`src/rtl/xlp_pkg.sv`:
```
package xlp_pkg;

    // Active-low control set for one transfer direction
    typedef struct packed {
        logic sel_n;
        logic gate_n;
        logic oe_n;
    } xlp_ctrl_t;

endpackage

```
`src/rtl/xlp_hold.sv`:
```
module xlp_hold #(
    parameter int W = 8
) (
    input  logic         clk,
    input  logic         rst_n,
    input  logic [W-1:0] din,
    input  logic         din_drv,
    output logic [W-1:0] dval
);

    logic [W-1:0] keep_d, keep_q;

    always_comb begin
        keep_d = keep_q;
        if (din_drv) begin
            keep_d = din;
        end
    end

    always_ff @(posedge clk or negedge rst_n) begin
        if (!rst_n) begin
            keep_q <= '0;
        end else begin
            keep_q <= keep_d;
        end
    end

    // an undriven port presents the last driven value
    assign dval = din_drv ? din : keep_q;

endmodule

```
`src/rtl/xlp_path.sv`:
```
module xlp_path
    import xlp_pkg::*;
#(
    parameter int W = 8
) (
    input  logic         clk,
    input  logic         rst_n,
    input  xlp_ctrl_t    ctrl,
    input  logic [W-1:0] din,
    input  logic         din_drv,
    output logic [W-1:0] dout,
    output logic         dout_en
);

    typedef struct packed {
        logic [W-1:0] store;
        logic         gate_n;
        logic         oe;
    } path_st_t;

    path_st_t     st_d, st_q;
    logic [W-1:0] dval;
    logic         gate_now_n;

    xlp_hold #(.W(W)) u_hold (
        .clk     (clk),
        .rst_n   (rst_n),
        .din     (din),
        .din_drv (din_drv),
        .dval    (dval)
    );

    // Effective gate: open only when select and gate are both low
    assign gate_now_n = ctrl.sel_n | ctrl.gate_n;

    always_comb begin
        st_d        = st_q;
        st_d.gate_n = gate_now_n;
        // Transparent (gate low) or closing edge (was low, now high)
        if (!gate_now_n || !st_q.gate_n) begin
            st_d.store = dval;
        end
        st_d.oe = !ctrl.sel_n && !ctrl.oe_n;
    end

    always_ff @(posedge clk or negedge rst_n) begin
        if (!rst_n) begin
            st_q.store  <= '0;
            st_q.gate_n <= 1'b1;
            st_q.oe     <= 1'b0;
        end else begin
            st_q <= st_d;
        end
    end

    assign dout    = st_q.store;
    assign dout_en = st_q.oe;

endmodule

```
`src/rtl/xlp_xcvr.sv`:
```
module xlp_xcvr
    import xlp_pkg::*;
#(
    parameter int W = 8
) (
    input  logic         clk,
    input  logic         rst_n,
    input  logic [W-1:0] a_in,
    input  logic         a_in_drv,
    input  logic [W-1:0] b_in,
    input  logic         b_in_drv,
    input  logic         ab_sel_n,
    input  logic         ab_gate_n,
    input  logic         ab_oe_n,
    input  logic         ba_sel_n,
    input  logic         ba_gate_n,
    input  logic         ba_oe_n,
    output logic [W-1:0] a_out,
    output logic         a_oe,
    output logic [W-1:0] b_out,
    output logic         b_oe,
    output logic         contention
);

    xlp_ctrl_t ab_ctrl, ba_ctrl;

    assign ab_ctrl = '{sel_n: ab_sel_n, gate_n: ab_gate_n, oe_n: ab_oe_n};
    assign ba_ctrl = '{sel_n: ba_sel_n, gate_n: ba_gate_n, oe_n: ba_oe_n};

    // A to B direction
    xlp_path #(.W(W)) u_ab (
        .clk     (clk),
        .rst_n   (rst_n),
        .ctrl    (ab_ctrl),
        .din     (a_in),
        .din_drv (a_in_drv),
        .dout    (b_out),
        .dout_en (b_oe)
    );

    // B to A direction
    xlp_path #(.W(W)) u_ba (
        .clk     (clk),
        .rst_n   (rst_n),
        .ctrl    (ba_ctrl),
        .din     (b_in),
        .din_drv (b_in_drv),
        .dout    (a_out),
        .dout_en (a_oe)
    );

    assign contention = a_oe & b_oe;

endmodule

```
`config.mk`:
```
export PLATFORM = sky130hd
export DESIGN_NAME = xlp_xcvr
export DESIGN_NICKNAME = d
export VERILOG_FILES = /design/src/rtl/xlp_pkg.sv /design/src/rtl/xlp_hold.sv /design/src/rtl/xlp_path.sv /design/src/rtl/xlp_xcvr.sv
export SDC_FILE = /design/constraint.sdc
export NUM_CORES = 1
export LEC_CHECK = 0
export ABC_AREA = 1
export BUFFER_PORTS_ARGS = -buffer_cell sky130_fd_sc_hd__buf_2
export CAP_MARGIN = 20
export CORE_UTILIZATION = 45
export DETAILED_ROUTE_END_ITERATION = 10
export GPL_ROUTABILITY_DRIVEN = 0
export MAX_ROUTING_LAYER = met4
export PLACE_DENSITY_LB_ADDON = 0.15
export SETUP_SLACK_MARGIN = 0.4
export SYNTH_ARGS = -nofsm -noshare
export SYNTH_HDL_FRONTEND = slang
export SYNTH_SLANG_ARGS = --single-unit
```
`constraint.sdc`:
```
create_clock -name clk -period 1.55 [get_ports clk]
set_input_delay 0.0775 -clock clk [delete_from_list [all_inputs] [get_ports clk]]
set_output_delay 0.0775 -clock clk [all_outputs]
set_load 0.1 [all_outputs]
```
==> impl_results.md <==
- Outcome: complete, no violations
- ANT cells: 0
- Setup WS pre-CTS: between 0.5 and 0.6 ns
- Fin crit period: roughly 1.2 ns
- Router iterations before antenna repair: 4
- Vias/cell: roughly 4.5
- Critical Path Sink Type: output port
- Fmax: ~800 MHz
- WS Path Type: reg -> out
- Slew HR: 0.731
- Pin count of the biggest net entering global routing: 35
- CTS Sinks: 36
- RSZ-0062 raised after global routing: true
- Commonest non-fill, non-tap cell in the layout: nand2_1
- Synth area leader: dfrtp_1
- Initial Utilization: 0.472
- Uppermost routed layer: met4
- Clock Root Buffer: clkbuf_4
- Worst Hold Class: in -> reg
- # IOs: between 40 and 50
- Routed len/inst: about 11 um
- PortBufs: between 40 and 50
- Placement Rows: 21
- Worst-Margin Slew: approximately 0.40 ns
- Met3 routed WL: about 120 um
- Final setup viols: 0
- DRT iter0 DRCs: 45
- Clock Tree Buf Depth: 2
- Peak supply drop: 0.695 mV
- TritonCTS clock tree: built
- CTS buffer count: 5
- Period utilisation layout: 0.803
- Cells after synthesis: roughly 170
- Bufs and invs on worst path: 2
- Req. time, crit path: around 1.5 ns
- Delay-heaviest family, CP: flip-flops
- Mapped Nets: ~190
- Clock Skew: approximately 0.0097 ns
- Synthesized area: 1570 sq um
- Total Negative Setup Slacks: 0 ns
- Hold Fails Final Rpt: 0
- Area Growth Syn to Fin: 32.9%
- Most frequent cells in the layout: nand2_1, dfrtp_1, buf_2, dlygate4sd3_1, buf_4
- Maxcap violations: 0
- Dominant cells by area after synthesis: dfrtp_1, nand2_1, buf_4
- CP cell instances: nand2_4 > clkinvlp_4 > buf_12
- Final HPWL DP: ~2100 um
- Critical path fanouts, max: 2
- Die area: between 3000 and 4000 sq um
- Drt total wl: approximately 2900 um
- CP max stage cell: dfrtp_4
- M1 WL: 1140 um
- Crit path DAT: between 1 and 1.5 ns
- Synth top area share: 0.541
- Delay of the slowest cell on the worst path: 0.50 ns
- Final worst slack: around 0.30 ns
- Post-synthesis sequential element count: 36
- Final ANT Viol Nets: 0
- Power Density: around 1200 nW/um^2
- Syn_area_per_cell: 9.48 sq um
- Via Count: about 1200
- Met2 WL: roughly 1600 um
- Synth warn: 0
- Worst-Skew Late Latency: approximately 0.33 ns
- Chip height: a little over 60 um
- Clock transition at the registers of the reported paths: 0.10 ns
- GRT Total Usage: 0.187
- Vias in the first global route: between 1000 and 1500
- Startpoint Class: register
- Core area: around 3300 sq um
- Sequential-to-total area share from yosys stat: 0.574
- LEAKAGE: ~1.1 nW
- Die width: just over 60 um
- CTS H-Tree Depth: 2
- Synth cell types: 12
- Global route overflow: 0
- Fin nets: around 250
- Max-slew violations: 0
- First-pass GRT wire length: ~4800 um
- Post-route DRC: 0
- Layout cell share with drive strength beyond 1: 0.367
- Initial antenna violation count: 0
[worst register-to-register path: cells and delay by family (launching register included)]
family	cells	cell delay (ns)
flip-flops	1	0.66
AND/OR/NAND/NOR	3	0.24
[kinds of logic (layout without fill, tap and decap cells)]
group	Yosys count	count (layout)	share of synthesized area
buffers and inverters	27	82	0.123
and+or+nand+nor	103	103	0.303
DFF	36	36	0.574
[registers in the layout, indices dropped and copies added (netlist names)]
name,cells
u_ba.dout,8
u_ab.dout,8
u_ba.u_hold.keep_q,8
u_ab.st_q,1
u_ab.dout_en,1
u_ba.st_q,1
u_ba.dout_en,1
u_ab.u_hold.keep_q,8
[synthesized netlist by cell type]
master	n
nand2_1	65
dfrtp_1	34
buf_4	16
nand2_2	16
nand3_1	16
inv_1	5
nand2_4	4
buf_2	2
buf_6	2
dfstp_2	2
inv_8	2
nor2_1	2
[routing by layer]
metal  track usage  vias up
met1         0.207      570
met3        0.0630        4
met2         0.317       28
li1              -      606
met5             -        -
met4        0.0584        0
[per-stage QoR]
stage | std cells | area (sq um) | utilization | hold slack, ns | total power, W
floorplan | 166 | 1590 | - | -0.218 | 0.00182
global placement | 237 | 1720 | 0.516 | -0.129 | 0.00187
detailed placement | 237 | 1720 | 0.516 | -0.124 | 0.00188
CTS | 266 | 2060 | 0.617 | 0.0127 | 0.00260
global route | 267 | 2090 | 0.627 | 0.0139 | 0.00270
finish | 267 | 2090 | 0.627 | 0.0317 | 0.00257
[report_power, final]
part	total [W]	switching, W	internal, W
clock network	0.000625	0.000287	0.000338
logic	0.000849	0.000640	0.000209
registers	0.00110	0.0000565	0.00104
[worst paths after layout]
check,start,to,slack (ns),cells after the start
max in group asynchronous,rst_n,u_ab.st_q[1],0.89,3
worst min register to register,u_ab.u_hold.keep_q[3],u_ab.u_hold.keep_q[3],0.48,2
worst min-delay path,ba_gate_n,u_ba.st_q[1],0.03,3
worst max register to register,u_ab.st_q[1],u_ab.dout[3],0.56,3
min in group asynchronous,rst_n,u_ab.dout_en,0.05,2
worst max-delay path,u_ab.dout_en,contention,0.30,3
[cell type report]
type                       count  area, sq um
fill                         312         1240
sequential                    36          911
timing repair buffer          67          518
multi-input combinational    103          484
tap                           46         57.6
inverter                       7         45.0
clock buffer                   6         41.3
clock inverter                 2         35.0
[what timing repair did]
action / in CTS / in global routing
gates resized for setup: 20 / 6
pin swaps: 0 / 1
hold endpoints to repair: 52 / 0
hold buffers: 21 / 0
endpoints found under the setup margin: 19 / 3
setup buffers: 0 / 1
No activity file was read; power rests on OpenSTA's default activity.
